===== src/rtl/pollIoPkg.sv =====
package pollIoPkg;
  localparam logic [2:0] ADDR_KBD  = 3'd0;
  localparam logic [2:0] ADDR_RX   = 3'd1;
  localparam logic [2:0] ADDR_TX   = 3'd2;
  localparam logic [2:0] ADDR_STAT = 3'd3;
  localparam logic [2:0] ADDR_TICK = 3'd4;
  localparam logic [2:0] ADDR_OUT  = 3'd5;

  typedef struct packed {
    logic kbdShift;
    logic kbdLoad;
    logic kbdClr;
    logic rxShift;
    logic rxLoad;
    logic rxClr;
    logic txLoad;
    logic txShift;
    logic tickInc;
    logic outLoad;
  } ioStrobe_t;

  typedef enum logic [1:0] {RX_IDLE, RX_START, RX_DATA, RX_STOP} rxState_t;
endpackage


===== src/rtl/pollIoCtl.sv =====
module pollIoCtl
  import pollIoPkg::*;
#(
  parameter int BIT_CLKS = 87,
  parameter int TICK_DIV = 16
) (
  input  logic       clk,
  input  logic       rstN,
  input  logic [2:0] ioAddr,
  input  logic       ioRd,
  input  logic       ioWr,
  input  logic       ps2Clk,
  input  logic       ps2Data,
  input  logic       rxIn,
  input  logic       kbdFrameOk,
  output logic       kbdBit,
  output logic       rxBit,
  output logic       txIdle,
  output ioStrobe_t  st
);
  localparam int CNT_W  = $clog2(BIT_CLKS);
  localparam int HALF   = BIT_CLKS / 2;
  localparam int TICK_W = $clog2(TICK_DIV);
  localparam logic [CNT_W-1:0] BIT_END  = CNT_W'(BIT_CLKS - 1);
  localparam logic [CNT_W-1:0] HALF_END = CNT_W'(HALF - 1);

  logic [1:0] ps2ClkS, ps2DatS, rxS;
  logic       ps2ClkPrev, ps2Fall;
  logic [3:0] kbdCnt;
  rxState_t   rxState;
  logic [CNT_W-1:0] rxCnt, txCnt;
  logic [2:0] rxIdx;
  logic       txBusy;
  logic [3:0] txIdx;
  logic [TICK_W-1:0] tickPre;

  assign kbdBit  = ps2DatS[1];
  assign rxBit   = rxS[1];
  assign ps2Fall = ps2ClkPrev & ~ps2ClkS[1];
  assign txIdle  = ~txBusy;

  always_ff @(posedge clk) begin
    if (!rstN) begin
      ps2ClkS <= 2'b11; ps2DatS <= 2'b11; rxS <= 2'b11; ps2ClkPrev <= 1'b1;
    end else begin
      ps2ClkS <= {ps2ClkS[0], ps2Clk};
      ps2DatS <= {ps2DatS[0], ps2Data};
      rxS <= {rxS[0], rxIn};
      ps2ClkPrev <= ps2ClkS[1];
    end
  end

  // keyboard frame counter
  always_ff @(posedge clk) begin
    if (!rstN) kbdCnt <= '0;
    else if (ps2Fall) kbdCnt <= (kbdCnt == 4'd10) ? 4'd0 : kbdCnt + 4'd1;
  end

  // serial receiver sequencing
  always_ff @(posedge clk) begin
    if (!rstN) begin
      rxState <= RX_IDLE; rxCnt <= '0; rxIdx <= '0;
    end else begin
      unique case (rxState)
        RX_IDLE: if (!rxBit) begin rxState <= RX_START; rxCnt <= '0; end
        RX_START:
          if (rxCnt == HALF_END) begin
            rxCnt <= '0; rxIdx <= '0;
            rxState <= rxBit ? RX_IDLE : RX_DATA;
          end else rxCnt <= rxCnt + 1'b1;
        RX_DATA:
          if (rxCnt == BIT_END) begin
            rxCnt <= '0; rxIdx <= rxIdx + 3'd1;
            if (rxIdx == 3'd7) rxState <= RX_STOP;
          end else rxCnt <= rxCnt + 1'b1;
        RX_STOP:
          if (rxCnt == BIT_END) begin rxCnt <= '0; rxState <= RX_IDLE; end
          else rxCnt <= rxCnt + 1'b1;
        default: rxState <= RX_IDLE;
      endcase
    end
  end

  // transmitter sequencing and tick prescaler
  always_ff @(posedge clk) begin
    if (!rstN) begin
      txBusy <= 1'b0; txCnt <= '0; txIdx <= '0; tickPre <= '0;
    end else begin
      tickPre <= (tickPre == TICK_W'(TICK_DIV - 1)) ? '0 : tickPre + 1'b1;
      if (st.txLoad) begin
        txBusy <= 1'b1; txCnt <= '0; txIdx <= '0;
      end else if (txBusy) begin
        if (txCnt == BIT_END) begin
          txCnt <= '0; txIdx <= txIdx + 4'd1;
          if (txIdx == 4'd9) txBusy <= 1'b0;
        end else txCnt <= txCnt + 1'b1;
      end
    end
  end

  always_comb begin
    st = '0;
    st.kbdShift = ps2Fall && (kbdCnt != 4'd10);
    st.kbdLoad  = ps2Fall && (kbdCnt == 4'd10) && kbdFrameOk && kbdBit;
    st.kbdClr   = ioRd && (ioAddr == ADDR_KBD);
    st.rxShift  = (rxState == RX_DATA) && (rxCnt == BIT_END);
    st.rxLoad   = (rxState == RX_STOP) && (rxCnt == BIT_END) && rxBit;
    st.rxClr    = ioRd && (ioAddr == ADDR_RX);
    st.txLoad   = ioWr && (ioAddr == ADDR_TX) && !txBusy;
    st.txShift  = txBusy && (txCnt == BIT_END);
    st.tickInc  = (tickPre == TICK_W'(TICK_DIV - 1));
    st.outLoad  = ioWr && (ioAddr == ADDR_OUT);
  end


  start_reject_chk: assert property (@(posedge clk) disable iff (!rstN)
    (rxState == RX_START && rxCnt == HALF_END && rxBit) |=> rxState == RX_IDLE);

  tx_no_restart_chk: assert property (@(posedge clk) disable iff (!rstN)
    (txBusy && txCnt != BIT_END) |=> (txCnt == $past(txCnt) + 1'b1));
endmodule


===== src/rtl/pollIoDp.sv =====
module pollIoDp
  import pollIoPkg::*;
(
  input  logic       clk,
  input  logic       rstN,
  input  ioStrobe_t  st,
  input  logic       kbdBit,
  input  logic       rxBit,
  input  logic       txIdle,
  input  logic [2:0] ioAddr,
  input  logic [7:0] ioWdata,
  input  logic [2:0] swIn,
  output logic       kbdFrameOk,
  output logic [7:0] ioRdata,
  output logic       txOut,
  output logic [7:0] outPort
);
  logic [9:0] kbdSh, txSh;
  logic [7:0] kbdData, rxSh, rxData, tickCnt, outLatch;
  logic       kbdReady, rxReady;

  assign kbdFrameOk = !kbdSh[0] && (^kbdSh[9:1]);
  assign txOut   = txSh[0];
  assign outPort = outLatch;

  always_ff @(posedge clk) begin
    if (!rstN) begin
      kbdSh <= '0; kbdData <= '0; kbdReady <= 1'b0;
      rxSh <= '0; rxData <= '0; rxReady <= 1'b0;
      txSh <= '1; tickCnt <= '0; outLatch <= '0;
    end else begin
      if (st.kbdShift) kbdSh <= {kbdBit, kbdSh[9:1]};
      if (st.kbdLoad) begin kbdData <= kbdSh[8:1]; kbdReady <= 1'b1; end
      else if (st.kbdClr) kbdReady <= 1'b0;
      if (st.rxShift) rxSh <= {rxBit, rxSh[7:1]};
      if (st.rxLoad) begin rxData <= rxSh; rxReady <= 1'b1; end
      else if (st.rxClr) rxReady <= 1'b0;
      if (st.txLoad) txSh <= {1'b1, ioWdata, 1'b0};
      else if (st.txShift) txSh <= {1'b1, txSh[9:1]};
      if (st.tickInc) tickCnt <= tickCnt + 8'd1;
      if (st.outLoad) outLatch <= ioWdata;
    end
  end

  always_comb begin
    unique case (ioAddr)
      ADDR_KBD:  ioRdata = kbdData;
      ADDR_RX:   ioRdata = rxData;
      ADDR_STAT: ioRdata = {2'b00, swIn, txIdle, rxReady, kbdReady};
      ADDR_TICK: ioRdata = tickCnt;
      ADDR_OUT:  ioRdata = outLatch;
      default:   ioRdata = 8'h00;
    endcase
  end


  tx_idle_high_chk: assert property (@(posedge clk) disable iff (!rstN)
    txIdle |-> txOut);

  read_clears_chk: assert property (@(posedge clk) disable iff (!rstN)
    (st.kbdClr && !st.kbdLoad) |=> !kbdReady);

  tick_step_chk: assert property (@(posedge clk) disable iff (!rstN)
    st.tickInc |=> tickCnt == 8'($past(tickCnt) + 8'd1));

  kbd_valid_chk: assert property (@(posedge clk) disable iff (!rstN)
    $rose(kbdReady) |-> $past(kbdFrameOk));
endmodule


===== src/rtl/pollIoHub.sv =====
module pollIoHub
  import pollIoPkg::*;
#(
  parameter int BIT_CLKS = 87,
  parameter int TICK_DIV = 16
) (
  input  logic       clk,
  input  logic       rstN,
  input  logic [2:0] ioAddr,
  input  logic       ioRd,
  input  logic       ioWr,
  input  logic [7:0] ioWdata,
  output logic [7:0] ioRdata,
  input  logic       ps2Clk,
  input  logic       ps2Data,
  input  logic       rxIn,
  output logic       txOut,
  input  logic       swUp,
  input  logic       swDown,
  input  logic       swSet,
  output logic [7:0] outPort
);
  ioStrobe_t st;
  logic kbdBit, rxBit, txIdle, kbdFrameOk;

  pollIoCtl #(.BIT_CLKS(BIT_CLKS), .TICK_DIV(TICK_DIV)) uCtl (
    .clk(clk), .rstN(rstN), .ioAddr(ioAddr), .ioRd(ioRd), .ioWr(ioWr),
    .ps2Clk(ps2Clk), .ps2Data(ps2Data), .rxIn(rxIn), .kbdFrameOk(kbdFrameOk),
    .kbdBit(kbdBit), .rxBit(rxBit), .txIdle(txIdle), .st(st));

  pollIoDp uDp (
    .clk(clk), .rstN(rstN), .st(st), .kbdBit(kbdBit), .rxBit(rxBit),
    .txIdle(txIdle), .ioAddr(ioAddr), .ioWdata(ioWdata),
    .swIn({swSet, swDown, swUp}), .kbdFrameOk(kbdFrameOk),
    .ioRdata(ioRdata), .txOut(txOut), .outPort(outPort));
endmodule


===== config.mk =====
export PLATFORM = sky130hd
export DESIGN_NAME = pollIoHub
export DESIGN_NICKNAME = d
export VERILOG_FILES = /design/src/rtl/pollIoPkg.sv /design/src/rtl/pollIoCtl.sv /design/src/rtl/pollIoDp.sv /design/src/rtl/pollIoHub.sv
export SDC_FILE = /design/constraint.sdc
export NUM_CORES = 1
export LEC_CHECK = 0
export ABC_CLOCK_PERIOD_IN_PS = 5000
export BUFFER_PORTS_ARGS = -buffer_cell sky130_fd_sc_hd__buf_4
export CAP_MARGIN = 0
export CORE_ASPECT_RATIO = 1.4
export CORE_UTILIZATION = 62
export CTS_CLUSTER_SIZE = 30
export DETAILED_ROUTE_END_ITERATION = 10
export PLACE_DENSITY_LB_ADDON = 0.15
export SETUP_SLACK_MARGIN = 0.2
export SLEW_MARGIN = 20
export SYNTH_ARGS = -nofsm -noshare
export SYNTH_HDL_FRONTEND = slang
export SYNTH_HIERARCHICAL = 1
export SYNTH_SLANG_ARGS = --single-unit

===== constraint.sdc =====
create_clock -name clk -period 5 [get_ports clk]
set_input_delay 1 -clock clk [delete_from_list [all_inputs] [get_ports clk]]
set_output_delay 1 -clock clk [all_outputs]
set_load 0.01 [all_outputs]

==> reports/results.tsv, run 1 <==
metric	value	unit
postCtsHoldBufs	0	
avgSynthCellArea	9.55	um2
diodes	0	
rrSetupSlack	2.55	ns
area_growth	10.5	%
place_congestion	0.773	
rr_endpoint	uDp/kbdData[0]	
skew	0.00912	ns
hp-start	uCtl/ps2ClkS[0]	
intPower	0.00105	W
dpl_cell_area	4880	um2
cts-buffers-inserted	9	
reg2reg_from	uDp/kbdSh[1]	
io_buffers	37	
ys_seq_elements	100	
drt_iter0_markers	176	
clkSlewWorstSetupHoldPaths	0.09	ns
maxCapViolations	0	
fill_cells	579	
track_usage	0.254	
grt_max_degree	53	
wl	9090	um
critPathMaxFanout	16	
drive_above_1_share	0.154	
clk_latency	0.36	ns
arrival	2.03	ns
critPathRequiredTime	4.00	ns
setup_viol	0	
yosys_warnings	6	
grt_pass1_vias	3307	
p_sw_frac	0.227	
peakVddDrop	0.162	mV
p_leak	1.91	nW
yosysSeqAreaShare	0.438	
cts_setup_buffers	0	
hold_path_class	reg -> reg	
final_area	5050	um2
setup_tns	0	ns
dieWidth	74.5	um
core.rowCount	36	
synth_nets	509	
timing.slew.headroom	0.377	
cp-end-kind	output port	
grt_setup_unrepaired	false	
ioPinCount	38	
cellPowerDensity	269	nW/um2
hold_path_depth	1	
numClockSinks	100	
clkPwrFrac	0.338	
vias_per_cell	5.69	
report.final.slew_viol_count	0	
p_comb_frac	0.060	
power_switching	0.000308	W
grt_overflow	0	
nets	535	
cts_max_level	3	
final_cell_mix	dfxtp_1, nor2_1, mux2i_1	
fp.coreArea	7030	um2
status	finished clean	
synthCells	478	
start_kind	input pin	
synth_edf_count	0	
synth-async-reset-ratio	0	
critPathKind	in -> out	
fmax	330	MHz
dr_total_vias	3433	
netlist_area	4570	um2
finalCriticalPeriod	3.03	ns
fp.dieH	104	um
tightest_slew	0.932	ns
wl_per_cell	15.1	um
dieArea	7720	um2
cts_tree	done	
initial_utilization	0.650	
layout_commonest_cell	dfxtp_1	
drt_first_pass_iters	5	
antenna_found_initial	0	
root_buffer	clkbuf_8	
dp.final_hpwl	6530	um
cts_resized	0	
seq_power_share	0.602	
clockBufferDepth	2	
drc_errors	0	
yosysUniqueCellTypes	56	
r2r_cells	7	
grt_pass1_wl	15100	um
final_hold_viol_count	0	
hold_end	uCtl/ps2ClkS[1]	
fin_crit_sh	0.607	
ant_nets	0	
synthFlopType	dfxtp_1	
==> cells in the mapped netlist (3+ instances only) <==
cell type / count / area share
nor2_1: 71 / 0.058
buf_2: 3 / 0.0033
mux2_2: 12 / 0.030
nand2b_1: 9 / 0.012
nand2_1: 37 / 0.030
inv_1: 11 / 0.0090
nand4_1: 6 / 0.0082
xnor2_1: 9 / 0.017
o221ai_1: 3 / 0.0058
dfxtp_1: 100 / 0.44
and2_1: 6 / 0.0082
a21oi_1: 9 / 0.0099
xor2_1: 9 / 0.017
nand3_1: 13 / 0.014
or3_1: 4 / 0.0055
o21ai_0: 10 / 0.011
a22oi_1: 11 / 0.018
ha_1: 10 / 0.027
o22ai_1: 7 / 0.0096
nor2b_1: 14 / 0.019
nor3b_1: 3 / 0.0049
clkbuf_1: 18 / 0.015
mux2i_1: 58 / 0.13
==> kinds of logic (layout without fill, tap and decap cells) <==
family	count (synthesis)	count (layout)	synth area share
XOR/XNOR	20	20	0.0444
buffers and inverters	36	66	0.0318
AO/OA/AOI/OAI	58	58	0.0893
multiplexers	73	73	0.170
adder cells (fa/ha/maj)	10	10	0.0274
AND/OR/NAND/NOR	181	181	0.199
flip-flops	100	100	0.438
==> critical path: stages <==
cell	delay, ns
buf_4	0.20
mux4_2	0.51
nor2b_1	0.17
buf_4	0.15
==> sequential cells by signal, summed over array words and instances, names as in the netlist, 2 cells and up, named ones only <==
| signal | count |
|---|---|
| uCtl/txCnt | 7 |
| uCtl/tickPre | 4 |
| uDp/rxSh | 8 |
| uCtl/kbdCnt | 4 |
| uDp/tickCnt | 8 |
| uDp/kbdData | 8 |
| uDp/txSh | 9 |
| uCtl/txIdx | 4 |
| uCtl/ps2ClkS | 2 |
| uDp/kbdSh | 10 |
| uCtl/ps2DatS | 2 |
| uCtl/rxCnt | 7 |
| uCtl/rxIdx | 3 |
| uDp/outPort | 8 |
| uDp/rxData | 8 |
| uCtl/rxS | 2 |
==> per-layer routing <==
| layer | global-route usage | share of wire |
|---|---|---|
| met5 | 0 | 0 |
| met4 | 0.106 | 0.020 |
| met3 | 0.0370 | 0.028 |
| met2 | 0.426 | 0.51 |
| met1 | 0.317 | 0.44 |
==> metrics by stage <==
stage / hold WS (ns) / total power (W) / worst slack (ns) / utilization / instances
3_5_place_dp: 0.398 / 0.000916 / 1.97 / 0.694 / 588
5_1_grt: 0.435 / 0.00141 / 1.85 / 0.718 / 603
3_3_place_gp: 0.390 / 0.000912 / 2.00 / 0.694 / 588
2_1_floorplan: 0.386 / 0.000884 / 2.16 / - / 478
4_1_cts: 0.426 / 0.00137 / 1.97 / 0.718 / 603
6_report: 0.425 / 0.00136 / 1.97 / 0.718 / 603
==> final cells by class <==
| class | instances | area (um2) | share of cell area |
|---|---|---|---|
| Clock inverter | 2 | 10.0 | 0.00198 |
| Inverter | 12 | 45.0 | 0.00892 |
| Sequential cell | 100 | 2000 | 0.397 |
| Multi-Input combinational cell | 342 | 2420 | 0.479 |
| Tap cell | 95 | 119 | 0.0235 |
| Timing Repair Buffer | 39 | 293 | 0.0580 |
| Clock buffer | 13 | 159 | 0.0315 |
==> how the worst max path moves through the flow <==
stage | slack [ns] | endpoint | start | cells after the start
CTS | 1.97 | ioRdata[6] | ioAddr[2] | 4
detailed placement | 1.97 | ioRdata[6] | ioAddr[2] | 4
global route | 1.85 | ioRdata[1] | ioAddr[0] | 5
global placement | 2.00 | ioRdata[7] | ioAddr[0] | 4
finish | 1.97 | ioRdata[7] | ioAddr[0] | 4
floorplan | 2.16 | ioRdata[1] | ioAddr[0] | 4
==> power by group through the flow <==
stage,sequential [W],clock [W],combinational [W]
2_1_floorplan,0.000832,0,0.0000522
3_3_place_gp,0.000835,0,0.0000777
3_5_place_dp,0.000836,0,0.0000805
4_1_cts,0.000817,0.000470,0.0000807
5_1_grt,0.000819,0.000506,0.0000883
6_report,0.000817,0.000459,0.0000807
Power figures use the tool's default switching activity.
==> inputs of run 2 (changes only) <==
ABC_AREA = 1   (was default)
ABC_CLOCK_PERIOD_IN_PS = 3100   (was 5000)
CORE_UTILIZATION = 59   (was 62)
clock period = 3.1 ns   (was 5 ns; I/O delays follow)
==> reports/results.tsv, run 2 <==
metric	value	unit	change
status	finished clean		
core.rowCount	37		+2.8%
drt_iter0_markers	296		+68%
netlist_area	4510	um2	-1.3%
cts_resized	0		unchanged
synth_edf_count	0		unchanged
vias_per_cell	5.28		-7.2%
largest_register_ffs	10		unchanged
final_hold_viol_count	0		unchanged
avgSynthCellArea	7.24	um2	-24%
final_cell_mix	nand2_1, dfxtp_1, nor2_1		
numClockSinks	100		unchanged
finalCriticalPeriod	2.23	ns	
dr_total_vias	4030		+17%
grt_pass1_wl	15200	um	+0.36%
clkSlewWorstSetupHoldPaths	0.09	ns	about the same
fill_cells	631		+9.0%
timing.slew.headroom	0.525		+0.148
hold_path_depth	1		unchanged
drc_errors	0		unchanged
yosysSeqAreaShare	0.444		+0.00560
wl	9280	um	+2.1%
antenna_found_initial	0		unchanged
root_buffer	clkbuf_8		
synth_nets	654		+28%
regArea	2000	um2	unchanged
nets	692		+29%
hold_path_class	reg -> reg		
rr_endpoint	uDp/kbdData[4]		
skew	0.0147	ns	+0.00555 ns
drive_above_1_share	0.137		-0.0169
clk_latency	0.37	ns	about the same
critPathKind	in -> out		
drt_first_pass_iters	4		-1
setup_tns	0	ns	unchanged
power	0.00232	W	+71%
io_buffers	37		unchanged
p_leak	2.19	nW	+14%
cp_top_family	simple AND/OR/NAND/NOR gates		
critPathBufInv	3		+1
multiInputGateArea	2160	um2	-11%
seq_power_share	0.576		-0.026
synthFlopType	dfxtp_1		
hold_end	uCtl/ps2DatS[1]		
fp.coreArea	7360	um2	+4.8%
clockBufferDepth	2		unchanged
top_register	uDp/kbdSh		
yosys_warnings	6		unchanged
track_usage	0.247		-0.00745
ys_seq_elements	100		unchanged
dieWidth	75.9	um	+1.8%
report.final.slew_viol_count	0		unchanged
cts_tree	done		
max_stage_delay	0.26	ns	-0.25 ns
synth_top_area_share	0.444		+0.00560
grt_pass1_vias	3700		+12%
top_regs	uDp/kbdSh (10), uDp/txSh (9)		
initial_utilization	0.613		-0.0373
cp-end-kind	output port		
grt_setup_unrepaired	false		
p_sw_frac	0.260		+0.0330
crit_chain	buf_4 -> nor2_2 -> nand2_1 -> inv_2 -> nand2_1 -> nand4_1 -> buf_4		
power_switching	0.000603	W	+96%
yosysUniqueCellTypes	40		-29%
dieArea	8000	um2	+3.7%
yosysMostFrequentCell	nand2_1		
crit_slowest_cell	nor2_2		
cts-buffers-inserted	9		unchanged
synthCells	623		+30%
cellPowerDensity	458	nW/um2	+71%
clkPwrFrac	0.341		+0.003
postCtsHoldBufs	0		unchanged
tightest_slew	0.710	ns	-0.222 ns
fin_crit_sh	0.720		
critPathRequiredTime	2.48	ns	-1.52 ns
fp.dieH	105	um	+1.8%
ioPinCount	38		unchanged
cts_max_level	3		unchanged
layout_commonest_cell	nand2_1		
area_growth	12.3	%	
grt_max_degree	52		-1.9%
place_congestion	0.885		+15%
ant_nets	0		unchanged
hp-start	uCtl/ps2DatS[0]		
r2r_cells	13		+6
diodes	0		unchanged
maxCapViolations	0		unchanged
wl_per_cell	12.2	um	-19%
arrival	1.61	ns	-0.42 ns
reg2reg_from	uDp/kbdSh[1]		
synthTopCellsByCount	nand2_1, dfxtp_1, nor2_1, inv_1, o21ai_0		
peakVddDrop	0.352	mV	+120%
synth.area.top_cells	dfxtp_1, nand2_1, nor2_1		
start_kind	input pin		
path_depth	7		+3
cts_setup_buffers	0		unchanged
dp.final_hpwl	6930	um	+6.2%
grt_overflow	0		unchanged
synth-async-reset-ratio	0		unchanged
rrSetupSlack	0.98	ns	-1.57 ns
synth_area_leader_cell	dfxtp_1		
fmax	448	MHz	
p_comb_frac	0.083		+0.023
critPathMaxFanout	8		-8
intPower	0.00172	W	+64%
setup_viol	0		unchanged
[run 2: cell count changes in the layout (fill, tap and decap cells not counted), moves of 12 or more]
cell / previous run / this run
nor2b_1: 14 / 0
mux2_2: 12 / 0
a21oi_1: 9 / 47
inv_1: 11 / 66
nor2_1: 71 / 97
o21ai_0: 10 / 65
nand2_1: 37 / 114
mux2i_1: 58 / 0
[run 2: stage by stage]
stage	util	instances	hold WS [ns]	instance area [um2]	setup WS (ns)
floorplan	-	623	0.392	4510	1.03
CTS	0.688	763	0.423	5060	0.888
global route	0.688	763	0.425	5060	0.705
global placement	0.661	747	0.396	4870	0.964
detailed placement	0.661	747	0.400	4870	0.931
finish	0.688	763	0.424	5060	0.868
[run 2: power groups by stage]
stage	Sequential, W	Combinational [W]	Clock (W)
global placement	0.00137	0.000187	0
detailed placement	0.00137	0.000193	0
global route	0.00134	0.000217	0.000866
finish	0.00134	0.000193	0.000791
CTS	0.00134	0.000194	0.000811
floorplan	0.00136	0.000130	0
[run 2: layer usage]
layer	vias up	track usage	wire, um	share of wire
li1	2107	-	-	-
met1	1832	0.265	3870	0.42
met2	69	0.441	4830	0.52
met3	22	0.0363	276	0.030
met4	0	0.135	313	0.034
met5	-	0	0	0
[run 2: logic make-up after synthesis]
group	synth area share
flops	0.444
buf+inv	0.0771
fa+ha+maj	0.0277
simple gates	0.284
compound gates	0.157
xor+xnor	0.00971
[run 2: how the worst max path moves through the flow]
stage,startpoint,slack (ns),to
5_1_grt,uDp/kbdSh[1],0.71,uDp/kbdData[7]
6_report,ioAddr[1],0.87,ioRdata[3]
4_1_cts,ioAddr[1],0.89,ioRdata[3]
3_5_place_dp,ioAddr[1],0.93,ioRdata[0]
2_1_floorplan,uCtl/rxCnt[0],1.03,uDp/rxData[0]
3_3_place_gp,ioAddr[1],0.96,ioRdata[0]
[run 2: final cells by class]
class / count / share of cell area
Multi-Input combinational cell: 434 / 0.427
Sequential cell: 100 / 0.395
Timing Repair Buffer: 40 / 0.0593
Inverter: 76 / 0.0564
Clock buffer: 10 / 0.0272
Tap cell: 97 / 0.0240
Clock inverter: 6 / 0.0111
==> inputs of run 3 (changes only) <==
ABC_CLOCK_PERIOD_IN_PS = 2200   (was 3100)
clock period = 2.2 ns   (was 3.1 ns; I/O delays follow)
==> reports/results.tsv, run 3 (synthesis gave the netlist of run 2 again) <==
metric	value	unit	change
wl_per_cell	12.5	um	+2.6%
hold_path_class	in -> reg		
clockBufferDepth	2		unchanged
critPathMaxFanout	8		unchanged
core.rowCount	37		unchanged
cellPowerDensity	642	nW/um2	+40%
drt_first_pass_iters	5		+1
antenna_found_initial	0		unchanged
clk_latency	0.38	ns	about the same
p_comb_frac	0.085		+0.002
grt_pass1_vias	3744		+1.2%
critPathKind	in -> out		
rrSetupSlack	0.44	ns	-0.54 ns
crit_slowest_cell	o21ai_0		
top_regs	uDp/kbdSh (10), uDp/txSh (9)		
ant_nets	0		unchanged
fp.dieH	105	um	unchanged
peakVddDrop	0.489	mV	+39%
largest_register_ffs	10		unchanged
cp_top_family	buffers and inverters		
wl	9590	um	+3.3%
r2r_cells	14		+1
track_usage	0.259		+0.0126
fin_crit_sh	0.847		
initial_utilization	0.613		unchanged
final_cell_mix	nand2_1, dfxtp_1, nor2_1		
area_growth	13.4	%	
p_sw_frac	0.269		+0.00890
crit_chain	buf_4 -> inv_1 -> nand3_1 -> o21ai_0 -> inv_1 -> nand4_1 -> buf_4		
hp-start	ps2Clk		
reg2reg_from	uDp/kbdSh[1]		
hold_end	uCtl/ps2ClkS[0]		
hold_path_depth	2		+1
maxCapViolations	0		unchanged
vias_per_cell	5.35		+1.4%
numClockSinks	100		unchanged
rr_endpoint	uDp/kbdData[4]		
io_buffers	37		unchanged
fp.coreArea	7360	um2	unchanged
ioPinCount	38		unchanged
drive_above_1_share	0.146		+0.00941
dp.final_hpwl	6980	um	+0.71%
placed_cells	749		+0.27%
whs	0.252	ns	-0.172 ns
drc_errors	0		unchanged
cp-startpoint	ioAddr[1]		
seq_power_share	0.574		-0.002
cts_tree	done		
timing.slew.headroom	0.662		+0.137
clkPwrFrac	0.340		about the same
critPathRequiredTime	1.76	ns	-0.72 ns
diodes	0		unchanged
drt_iter0_markers	255		-14%
arrival	1.42	ns	-0.19 ns
cp-end-kind	output port		
start_kind	input pin		
multiInputGateArea	2170	um2	+0.29%
critPathBufInv	4		+1
grt_overflow	0		unchanged
setup_viol	0		unchanged
final_hold_viol_count	0		unchanged
finalNonFillerCells	768		+0.66%
status	finished clean		
clkSlewWorstSetupHoldPaths	0.09	ns	about the same
power_switching	0.000882	W	+46%
root_buffer	clkbuf_8		
top_register	uDp/kbdSh		
dieArea	8000	um2	unchanged
max_stage_delay	0.26	ns	about the same
grt_setup_unrepaired	false		
fill_cells	633		+0.32%
grt_pass1_wl	15900	um	+4.7%
grt_max_degree	56		+7.7%
place_congestion	0.804		-9.2%
nets	697		+0.72%
postCtsHoldBufs	0		unchanged
dr_total_vias	4112		+2.0%
p_leak	2.22	nW	+1.5%
layout_commonest_cell	nand2_1		
cts-buffers-inserted	9		unchanged
report.final.slew_viol_count	0		unchanged
cts_max_level	3		unchanged
fmax	537	MHz	
setup_tns	0	ns	unchanged
regArea	2000	um2	about the same
skew	0.0112	ns	-0.00346 ns
tightest_slew	0.504	ns	-0.206 ns
finalCriticalPeriod	1.86	ns	
intPower	0.00240	W	+40%
dieWidth	75.9	um	unchanged
## run 3: cell types whose count changed in the layout (fill, tap and decap cells not counted)
cell and delta:
inv_6 +4, nor4_2 +1, clkinvlp_4 -1, buf_12 +1
clkinv_4 -1, clkbuf_8 -1, inv_8 -1, nor4_1 -1
dfxtp_1 -1, buf_4 +4, dfxtp_2 +1
## run 3: layer usage
layer  vias to the layer above  wire length, um  track usage  share of wire
li1                       2118                -            -              -
met1                      1883             4030        0.286           0.42
met2                        95             4940        0.451           0.52
met3                        16              379       0.0650          0.040
met4                         0              242        0.115          0.025
met5                         -                0            0              0
## run 3: layout make-up
class                   count  share of cell area
repair buffers             45              0.0685
multi-input cells         434               0.424
inverters                  76              0.0558
well taps                  97              0.0237
clock inverters             7              0.0125
flip-flops and latches    100               0.392
clock buffers               9              0.0242
## run 3: power groups by stage
| stage | registers [W] | logic [W] | clock network (W) |
|---|---|---|---|
| 5_1_grt | 0.00189 | 0.000317 | 0.00124 |
| 6_report | 0.00188 | 0.000280 | 0.00112 |
| 2_1_floorplan | 0.00192 | 0.000183 | 0 |
| 3_3_place_gp | 0.00192 | 0.000269 | 0 |
| 3_5_place_dp | 0.00193 | 0.000278 | 0 |
| 4_1_cts | 0.00188 | 0.000280 | 0.00116 |
## run 3: stage by stage
stage / setup slack, ns / total power (W) / util / area (um2)
finish: 0.337 / 0.00328 / 0.695 / 5110
detailed placement: 0.366 / 0.00220 / 0.666 / 4900
global placement: 0.382 / 0.00219 / 0.666 / 4900
floorplan: 0.426 / 0.00210 / - / 4520
global route: 0.203 / 0.00344 / 0.695 / 5110
CTS: 0.338 / 0.00333 / 0.691 / 5090
## run 3: worst max path at each step
stage               endpoint  slack [ns]  depth (start not counted)
2_1_floorplan  uDp/rxData[0]        0.43                          9
3_3_place_gp      ioRdata[4]        0.38                          7
3_5_place_dp     uDp/txSh[3]        0.37                          6
4_1_cts           ioRdata[2]        0.34                          4
5_1_grt           ioRdata[4]        0.20                          7
6_report          ioRdata[4]        0.34                          7
## run 3: repair_timing
action / in CTS / in global routing
endpoints found under the setup margin: 0 / 1
hold endpoints to repair: 0 / 0
gates resized for setup: 0 / 1
setup buffers: 0 / 3
